File: src/rtl/irq_seq_pkg.sv
package irq_seq_pkg;
  typedef enum logic [2:0] {
    SQ_IDLE,
    SQ_PUSH,
    SQ_VEC,
    SQ_VWAIT,
    SQ_POP,
    SQ_PLAST
  } sq_state_e;
endpackage

File: src/rtl/irq_tick_gen.sv
module irq_tick_gen #(
  parameter int TICK_CYCLES = 1000
) (
  input  logic clk,
  input  logic rst,
  output logic tick
);
  localparam int CW = (TICK_CYCLES > 1) ? $clog2(TICK_CYCLES) : 1;
  localparam logic [CW-1:0] LAST = CW'(TICK_CYCLES - 1);

  logic [CW-1:0] cnt_q;

  assign tick = (cnt_q == LAST);

  always_ff @(posedge clk) begin
    if (rst)       cnt_q <= '0;
    else if (tick) cnt_q <= '0;
    else           cnt_q <= cnt_q + 1'b1;
  end
endmodule

File: src/rtl/irq_status_regs.sv
module irq_status_regs #(
  parameter int W = 8,
  localparam int IDX_W = $clog2(W)
) (
  input  logic             clk,
  input  logic             rst,
  input  logic             tick,
  input  logic             swi_valid,
  input  logic [IDX_W-1:0] swi_num,
  input  logic             clr_en,
  input  logic [IDX_W-1:0] clr_idx,
  input  logic             mask_wr_en,
  input  logic [W-1:0]     mask_wr_data,
  input  logic             mask_zero,
  input  logic             mask_ones,
  output logic [W-1:0]     status_q,
  output logic [W-1:0]     mask_q,
  output logic             pend_any,
  output logic [IDX_W-1:0] pend_idx
);
  logic [W-1:0] set_vec, clr_vec, pend;

  always_comb begin
    set_vec = '0;
    set_vec[0] = tick;
    if (swi_valid) set_vec[swi_num] = 1'b1;
    clr_vec = '0;
    if (clr_en) clr_vec[clr_idx] = 1'b1;
  end

  assign pend     = status_q & mask_q;
  assign pend_any = |pend;

  always_comb begin
    pend_idx = '0;
    for (int i = W - 1; i >= 0; i--) begin
      if (pend[i]) pend_idx = IDX_W'(i);
    end
  end

  always_ff @(posedge clk) begin
    if (rst) begin
      status_q <= '0;
      mask_q   <= '0;
    end else begin
      status_q <= (status_q & ~clr_vec) | set_vec;
      if (mask_zero)       mask_q <= '0;
      else if (mask_ones)  mask_q <= '1;
      else if (mask_wr_en) mask_q <= mask_wr_data;
    end
  end


  tick_sets_bit0_chk: assert property (@(posedge clk) disable iff (rst)
    tick |=> status_q[0]);

  swi_sets_bit_chk: assert property (@(posedge clk) disable iff (rst)
    swi_valid |=> status_q[$past(swi_num)]);

  serviced_bit_cleared_chk: assert property (@(posedge clk) disable iff (rst)
    (clr_en && !(tick && clr_idx == '0) && !(swi_valid && swi_num == clr_idx))
    |=> !status_q[$past(clr_idx)]);

  mask_cleared_chk: assert property (@(posedge clk) disable iff (rst)
    mask_zero |=> (mask_q == '0));

  mask_reopened_chk: assert property (@(posedge clk) disable iff (rst)
    mask_ones |=> (mask_q == '1));
endmodule

File: src/rtl/irq_ctx_seq.sv
module irq_ctx_seq
  import irq_seq_pkg::*;
#(
  parameter int          W        = 8,
  parameter int          NUM_GPR  = 7,
  parameter logic [7:0]  VEC_BASE = 8'hF8,
  localparam int IDX_W  = $clog2(W),
  localparam int SLOTS  = NUM_GPR + 2,
  localparam int CNT_W  = $clog2(SLOTS + 1),
  localparam int GIDX_W = $clog2(NUM_GPR),
  localparam int LOWG   = NUM_GPR - 2
) (
  input  logic                clk,
  input  logic                rst,
  input  logic                boundary,
  input  logic                iret_req,
  input  logic                pend_any,
  input  logic [IDX_W-1:0]    pend_idx,
  input  logic [W-1:0]        sp_in,
  input  logic [W-1:0]        pc_in,
  input  logic [W-1:0]        fl_in,
  input  logic [LOWG*W-1:0]   gpr_in,
  input  logic [W-1:0]        mask_q,
  input  logic [W-1:0]        status_q,
  output logic [W-1:0]        mem_addr,
  output logic                mem_we,
  output logic [W-1:0]        mem_wdata,
  output logic                mem_re,
  input  logic [W-1:0]        mem_rdata,
  output logic                busy,
  output logic                pc_load,
  output logic                fl_load,
  output logic                reg_wr_en,
  output logic [GIDX_W-1:0]   reg_wr_idx,
  output logic                sp_load,
  output logic [W-1:0]        sp_out,
  output logic                clr_en,
  output logic [IDX_W-1:0]    clr_idx,
  output logic                mask_zero,
  output logic                mask_ones
);
  sq_state_e        state_q;
  logic [CNT_W-1:0] k_q;
  logic [W-1:0]     sp_q;
  logic [IDX_W-1:0] num_q;
  logic             start_e, start_i;
  logic [W-1:0]     slot_d [SLOTS];
  logic [CNT_W-1:0] ridx;

  // frame slots: PC, FL, low GPRs, then mask and status in the R5/R6 places
  for (genvar g = 0; g < SLOTS; g++) begin : g_slot
    if (g == 0) begin : g_pc
      assign slot_d[g] = pc_in;
    end else if (g == 1) begin : g_fl
      assign slot_d[g] = fl_in;
    end else if (g < LOWG + 2) begin : g_gpr
      assign slot_d[g] = gpr_in[(g-2)*W +: W];
    end else if (g == LOWG + 2) begin : g_mask
      assign slot_d[g] = mask_q;
    end else begin : g_stat
      assign slot_d[g] = status_q;
    end
  end

  assign start_e = (state_q == SQ_IDLE) && boundary && pend_any;
  assign start_i = (state_q == SQ_IDLE) && !start_e && iret_req;
  assign busy    = (state_q != SQ_IDLE) || start_e || start_i;
  assign clr_en  = start_e;
  assign clr_idx = pend_idx;

  assign mem_we    = (state_q == SQ_PUSH);
  assign mem_re    = (state_q == SQ_VEC) || (state_q == SQ_POP);
  assign mem_wdata = (k_q < CNT_W'(SLOTS)) ? slot_d[k_q] : '0;

  always_comb begin
    case (state_q)
      SQ_PUSH: mem_addr = sp_q - 1'b1;
      SQ_VEC:  mem_addr = VEC_BASE + {{(W-IDX_W){1'b0}}, num_q};
      SQ_POP:  mem_addr = sp_q;
      default: mem_addr = '0;
    endcase
  end

  assign ridx       = CNT_W'(NUM_GPR) - k_q;
  assign reg_wr_idx = ridx[GIDX_W-1:0];
  assign reg_wr_en  = (state_q == SQ_POP) && (k_q != '0) && (k_q <= CNT_W'(NUM_GPR));
  assign fl_load    = (state_q == SQ_POP) && (k_q == CNT_W'(SLOTS - 1));
  assign pc_load    = (state_q == SQ_VWAIT) || (state_q == SQ_PLAST);
  assign sp_load    = pc_load;
  assign sp_out     = sp_q;
  assign mask_zero  = (state_q == SQ_VWAIT);
  assign mask_ones  = (state_q == SQ_PLAST);

  always_ff @(posedge clk) begin
    if (rst) begin
      state_q <= SQ_IDLE;
      k_q     <= '0;
      sp_q    <= '0;
      num_q   <= '0;
    end else begin
      case (state_q)
        SQ_IDLE: begin
          k_q <= '0;
          if (start_e) begin
            num_q   <= pend_idx;
            sp_q    <= sp_in;
            state_q <= SQ_PUSH;
          end else if (start_i) begin
            sp_q    <= sp_in;
            state_q <= SQ_POP;
          end
        end
        SQ_PUSH: begin
          sp_q <= sp_q - 1'b1;
          k_q  <= k_q + 1'b1;
          if (k_q == CNT_W'(SLOTS - 1)) state_q <= SQ_VEC;
        end
        SQ_VEC:   state_q <= SQ_VWAIT;
        SQ_VWAIT: state_q <= SQ_IDLE;
        SQ_POP: begin
          sp_q <= sp_q + 1'b1;
          k_q  <= k_q + 1'b1;
          if (k_q == CNT_W'(SLOTS - 1)) state_q <= SQ_PLAST;
        end
        default: state_q <= SQ_IDLE;
      endcase
    end
  end


  idle_quiet_chk: assert property (@(posedge clk) disable iff (rst)
    !busy |-> (!mem_we && !mem_re));

  one_access_chk: assert property (@(posedge clk) disable iff (rst)
    !(mem_we && mem_re));

  push_descends_chk: assert property (@(posedge clk) disable iff (rst)
    (mem_we && $past(mem_we)) |-> (mem_addr == $past(mem_addr) - 1'b1));

  pop_ascends_chk: assert property (@(posedge clk) disable iff (rst)
    (reg_wr_en && $past(reg_wr_en)) |-> (reg_wr_idx == $past(reg_wr_idx) - 1'b1));

  busy_holds_chk: assert property (@(posedge clk) disable iff (rst)
    (mem_we || mem_re) |=> busy);
endmodule

File: src/rtl/irq_entry_seq.sv
module irq_entry_seq #(
  parameter int          W           = 8,
  parameter int          NUM_GPR     = 7,
  parameter logic [7:0]  VEC_BASE    = 8'hF8,
  parameter int          TICK_CYCLES = 1000,
  localparam int IDX_W  = $clog2(W),
  localparam int GIDX_W = $clog2(NUM_GPR),
  localparam int LOWG   = NUM_GPR - 2
) (
  input  logic              clk,
  input  logic              rst,
  input  logic              boundary,
  input  logic              iret_req,
  input  logic              swi_valid,
  input  logic [IDX_W-1:0]  swi_num,
  input  logic              mask_wr_en,
  input  logic [W-1:0]      mask_wr_data,
  input  logic [W-1:0]      sp_in,
  input  logic [W-1:0]      pc_in,
  input  logic [W-1:0]      fl_in,
  input  logic [LOWG*W-1:0] gpr_in,
  output logic [W-1:0]      mem_addr,
  output logic              mem_we,
  output logic [W-1:0]      mem_wdata,
  output logic              mem_re,
  input  logic [W-1:0]      mem_rdata,
  output logic              busy,
  output logic              pc_load,
  output logic [W-1:0]      pc_out,
  output logic              fl_load,
  output logic [W-1:0]      fl_out,
  output logic              reg_wr_en,
  output logic [GIDX_W-1:0] reg_wr_idx,
  output logic [W-1:0]      reg_wr_data,
  output logic              sp_load,
  output logic [W-1:0]      sp_out,
  output logic [W-1:0]      status_out,
  output logic [W-1:0]      mask_out
);
  logic             tick, pend_any, clr_en, mask_zero, mask_ones;
  logic [IDX_W-1:0] pend_idx, clr_idx;

  irq_tick_gen #(.TICK_CYCLES(TICK_CYCLES)) u_tick (
    .clk(clk), .rst(rst), .tick(tick)
  );

  irq_status_regs #(.W(W)) u_regs (
    .clk(clk), .rst(rst), .tick(tick),
    .swi_valid(swi_valid), .swi_num(swi_num),
    .clr_en(clr_en), .clr_idx(clr_idx),
    .mask_wr_en(mask_wr_en), .mask_wr_data(mask_wr_data),
    .mask_zero(mask_zero), .mask_ones(mask_ones),
    .status_q(status_out), .mask_q(mask_out),
    .pend_any(pend_any), .pend_idx(pend_idx)
  );

  irq_ctx_seq #(.W(W), .NUM_GPR(NUM_GPR), .VEC_BASE(VEC_BASE)) u_seq (
    .clk(clk), .rst(rst), .boundary(boundary), .iret_req(iret_req),
    .pend_any(pend_any), .pend_idx(pend_idx),
    .sp_in(sp_in), .pc_in(pc_in), .fl_in(fl_in), .gpr_in(gpr_in),
    .mask_q(mask_out), .status_q(status_out),
    .mem_addr(mem_addr), .mem_we(mem_we), .mem_wdata(mem_wdata),
    .mem_re(mem_re), .mem_rdata(mem_rdata),
    .busy(busy), .pc_load(pc_load), .fl_load(fl_load),
    .reg_wr_en(reg_wr_en), .reg_wr_idx(reg_wr_idx),
    .sp_load(sp_load), .sp_out(sp_out),
    .clr_en(clr_en), .clr_idx(clr_idx),
    .mask_zero(mask_zero), .mask_ones(mask_ones)
  );

  assign pc_out      = mem_rdata;
  assign fl_out      = mem_rdata;
  assign reg_wr_data = mem_rdata;
endmodule

File: config.mk
export PLATFORM = sky130hd
export DESIGN_NAME = irq_entry_seq
export DESIGN_NICKNAME = d
export VERILOG_FILES = /design/src/rtl/irq_seq_pkg.sv /design/src/rtl/irq_tick_gen.sv /design/src/rtl/irq_status_regs.sv /design/src/rtl/irq_ctx_seq.sv /design/src/rtl/irq_entry_seq.sv
export SDC_FILE = /design/constraint.sdc
export NUM_CORES = 1
export LEC_CHECK = 0
export BUFFER_PORTS_ARGS = -buffer_cell sky130_fd_sc_hd__buf_2
export CAP_MARGIN = 40
export CELL_PAD_IN_SITES_DETAIL_PLACEMENT = 2
export CELL_PAD_IN_SITES_GLOBAL_PLACEMENT = 2
export CORE_UTILIZATION = 28
export CTS_CLUSTER_SIZE = 16
export DETAILED_ROUTE_END_ITERATION = 10
export GPL_ROUTABILITY_DRIVEN = 0
export PLACE_DENSITY_LB_ADDON = 0.1
export SETUP_SLACK_MARGIN = 0.2
export SLEW_MARGIN = 20
export SYNTH_ARGS = -nofsm -noshare
export SYNTH_HDL_FRONTEND = slang
export SYNTH_SLANG_ARGS = --single-unit
File: constraint.sdc
create_clock -name clk -period 5 [get_ports clk]
set_input_delay 0.5 -clock clk [delete_from_list [all_inputs] [get_ports clk]]
set_output_delay 0.5 -clock clk [all_outputs]
set_load 0.005 [all_outputs]
==> results.yml <==
route:
  routedWlPerCell_um: 19.26
  drc_errors: 0
  drt_wl_total_mm: 13.42
  ant_nets: 0
  vias_per_cell: 5.377
  drtIter0Drc: 142
  vias: 3748
  first_pass_iters: 4
cts:
  cts_tree: "built"
  cts_buffers: 5
  cts_post_setup_buffers_inserted: 0
  cts_root_buf: "clkbuf_16"
  cts_max_path_buffers: 2
  htree_levels: 2
  clk_pin_slew_ns: 0.07
  clock_sinks: 44
  postCtsHoldBufs: 0
  clk_latency_ns: 0.29
  cts_resized: 0
floorplanning:
  ioPinCount: 163
  die_h_um: 114.2
  core_area_um2: 12160
  die_x_um: 114.2
  die_area_um2: 13050
  rows: 40
  start_util_pct: 28.99
pwr:
  p_clk_share_pct: 26.8
  p_comb_share_pct: 40.9
  vdd_drop_max_mv: 0.1222
  seq_power_share_pct: 32.3
  power_switching_uw: 578.7
  netSwitchingFraction_pct: 39.14
  cellInternalPower_uw: 900.0
  p_leak_nw: 1.759
  p_per_area_nw_per_um2: 348.2
flow_run:
  drv_cap: 0
min_path:
  hold_path.class: "input port to register"
logic_synthesis:
  yosys_warnings: 0
  synth_seq_cells: 44
  synth_top_family_by_area: "compound AO/OA/AOI/OAI gates"
  netlist.area_leader.share_pct: 24.98
  yosysMostFrequentCell: "nor2_1"
  synth_edf_count: 0
  postSynthCellCount: 441
  synth-simple-area-share_pct: 21.04
  yosysSeqAreaShare_pct: 24.98
  synth-xor-area-share_pct: 3.478
  synth_fp_nets: 535
  synth-compound-area-share_pct: 26.08
  ys_top_cells_by_count: "nor2_1, dfxtp_1, a21oi_1"
  synth-async-reset-ratio_pct: 0
  synth_flop_cell: "dfxtp_1"
  synthTopCellsByArea: "dfxtp_1, nor2_1, buf_4"
  synthDistinctLibCells: 57
  synthMuxAreaShare_pct: 11.43
  netlist_area_um2: 3526
  synth_fa_ha_area_share_pct: 2.342
  yosys.area.top_type: "dfxtp_1"
  avgSynthCellArea_um2: 7.995
setup_path:
  start_kind: "register"
  crit_arrival_ns: 2.39
  crit_path_max_fanout: 15
  critPathKind: "register to primary output"
  worstPathRequired_ns: 4.50
  crit_path_end_kind: "primary output"
timing:
  timing.slew.headroom_pct: 51.57
  min_period_ns: 2.892
  setup_viol: 0
  max_clock_freq_ghz: 0.3458
  fin_tns_setup_ns: 0
  fin_skew_ns: 0.004677
  fin_ws_ns: 2.108
  post-route-period-util_pct: 57.83
  rsz0062_at_grt: "no"
  worst_pin_slew_ns: 0.7250
  finalHoldViolations: 0
  finalMaxSlewViolations: 0
grt:
  overflow: 0
  grt_max_degree: 30
  gr-usage-met2_pct: 37.17
  grt_util_met1_pct: 25.02
  use_met3_pct: 3.653
  grt_usage_pct: 20.47
  grt_pass1_wl_mm: 20.84
  grt_pass1_vias: 3917
  grt-busiest-layer: "met2"
  antenna_found_initial: 0
placed_design:
  port_buffers: 130
  post_dp_cell_area_um2: 4075
  dp_cells: 689
  dpl.hpwl_mm: 10.45
  pre_cts_ws_ns: 2.395
cells_and_area:
  final_cells: 697
  final_net_count: 622
  drive_gt1_share_pct: 31.95
  fin_area_um2: 4247
  area_growth_pct: 20.44
  antenna-diode-count: 0
run_status:
  status: "complete, no violations"
sequential cells by signal (all words and copies together), names as in the netlist:
register and count:
u_tick.cnt_q 10, u_regs.mask_q 8, u_regs.status_q 8, u_seq.sp_out 8
u_seq.k_q 4, u_seq.num_q 3, u_seq.state_q 3
critical path, stage by stage, from the launching register on:
cell and delay, ns:
dfxtp_1 0.70, inv_1 0.18, nor3_1 0.60, a221oi_1 0.22, o21ai_0 0.12, and3_1 0.17
buf_2 0.11
logic make-up (layout without fill, tap and decap cells):
group           count (synthesis)  in the layout
simple gates                  147            147
compound gates                133            133
buf+inv                        64            152
flops                          44             44
mux                            32             32
xor+xnor                       14             14
fa+ha+maj                       7              7
path summary, 6_finish.rpt:
check,to,startpoint,depth (start not counted),slack (ns)
max,mem_wdata[3],u_seq.k_q[2]$_SDFFE_PP0P_,6,2.11
min,u_regs.status_q[1]$_SDFF_PP0_,swi_num[0],3,0.49
max reg2reg,u_seq.sp_out[2]$_SDFFE_PP0P_,u_seq.state_q[1]$_SDFFE_PP0P_,5,2.52
min reg2reg,u_seq.num_q[1]$_SDFFE_PP0P_,u_seq.num_q[1]$_SDFFE_PP0P_,2,0.51
layout by cell type (no fill, tap or decap), drive strengths merged, types with 3 or more instances in the layout:
cell type	instances
nor2b	9
nand3	12
a32o	4
o21ai	27
nand4	4
inv	12
ha	5
o22ai	4
xor2	5
and3	11
a21oi	28
dfxtp	44
mux2i	11
nand2b	4
a22o	7
a22oi	20
a211oi	11
a221o	6
a221oi	9
nand2	25
or3b	3
nand3b	4
buf	133
mux2	16
nor3	10
xnor2	9
clkbuf	5
mux4	5
nor2	54
and2	3
final cells by class:
cell class / count / area, µm²
fillers: 1440 / 7915
multi-input cells: 333 / 2270
flip-flops and latches: 44 / 880.8
repair buffers: 133 / 673.1
well taps: 168 / 210.2
clock buffers: 5 / 125.1
clock inverters: 3 / 46.29
inverters: 11 / 41.29
power by group through the flow:
| stage | Combinational (mW) | Sequential, mW | Clock [mW] |
|---|---|---|---|
| floorplan | 0.458 | 0.433 | 0 |
| global placement | 0.596 | 0.483 | 0 |
| detailed placement | 0.610 | 0.485 | 0 |
| CTS | 0.614 | 0.477 | 0.405 |
| global route | 0.665 | 0.491 | 0.417 |
| finish | 0.605 | 0.478 | 0.396 |
layer usage:
layer / share of wire [%] / vias up
li1: - / 1795
met1: 45 / 1826
met2: 49 / 115
met3: 5.1 / 12
met4: 0.94 / 0
met5: 0 / -
stage by stage:
stage | util [%] | hold WS (ns) | power [mW]
6_report | 34.92 | 0.4910 | 1.479
5_1_grt | 34.92 | 0.5081 | 1.573
4_1_cts | 34.92 | 0.4887 | 1.496
3_5_place_dp | 33.51 | 0.4923 | 1.095
3_3_place_gp | 33.51 | 0.4470 | 1.079
2_1_floorplan | - | 0.4299 | 0.8903
No activity file was read; power rests on OpenSTA's default activity.
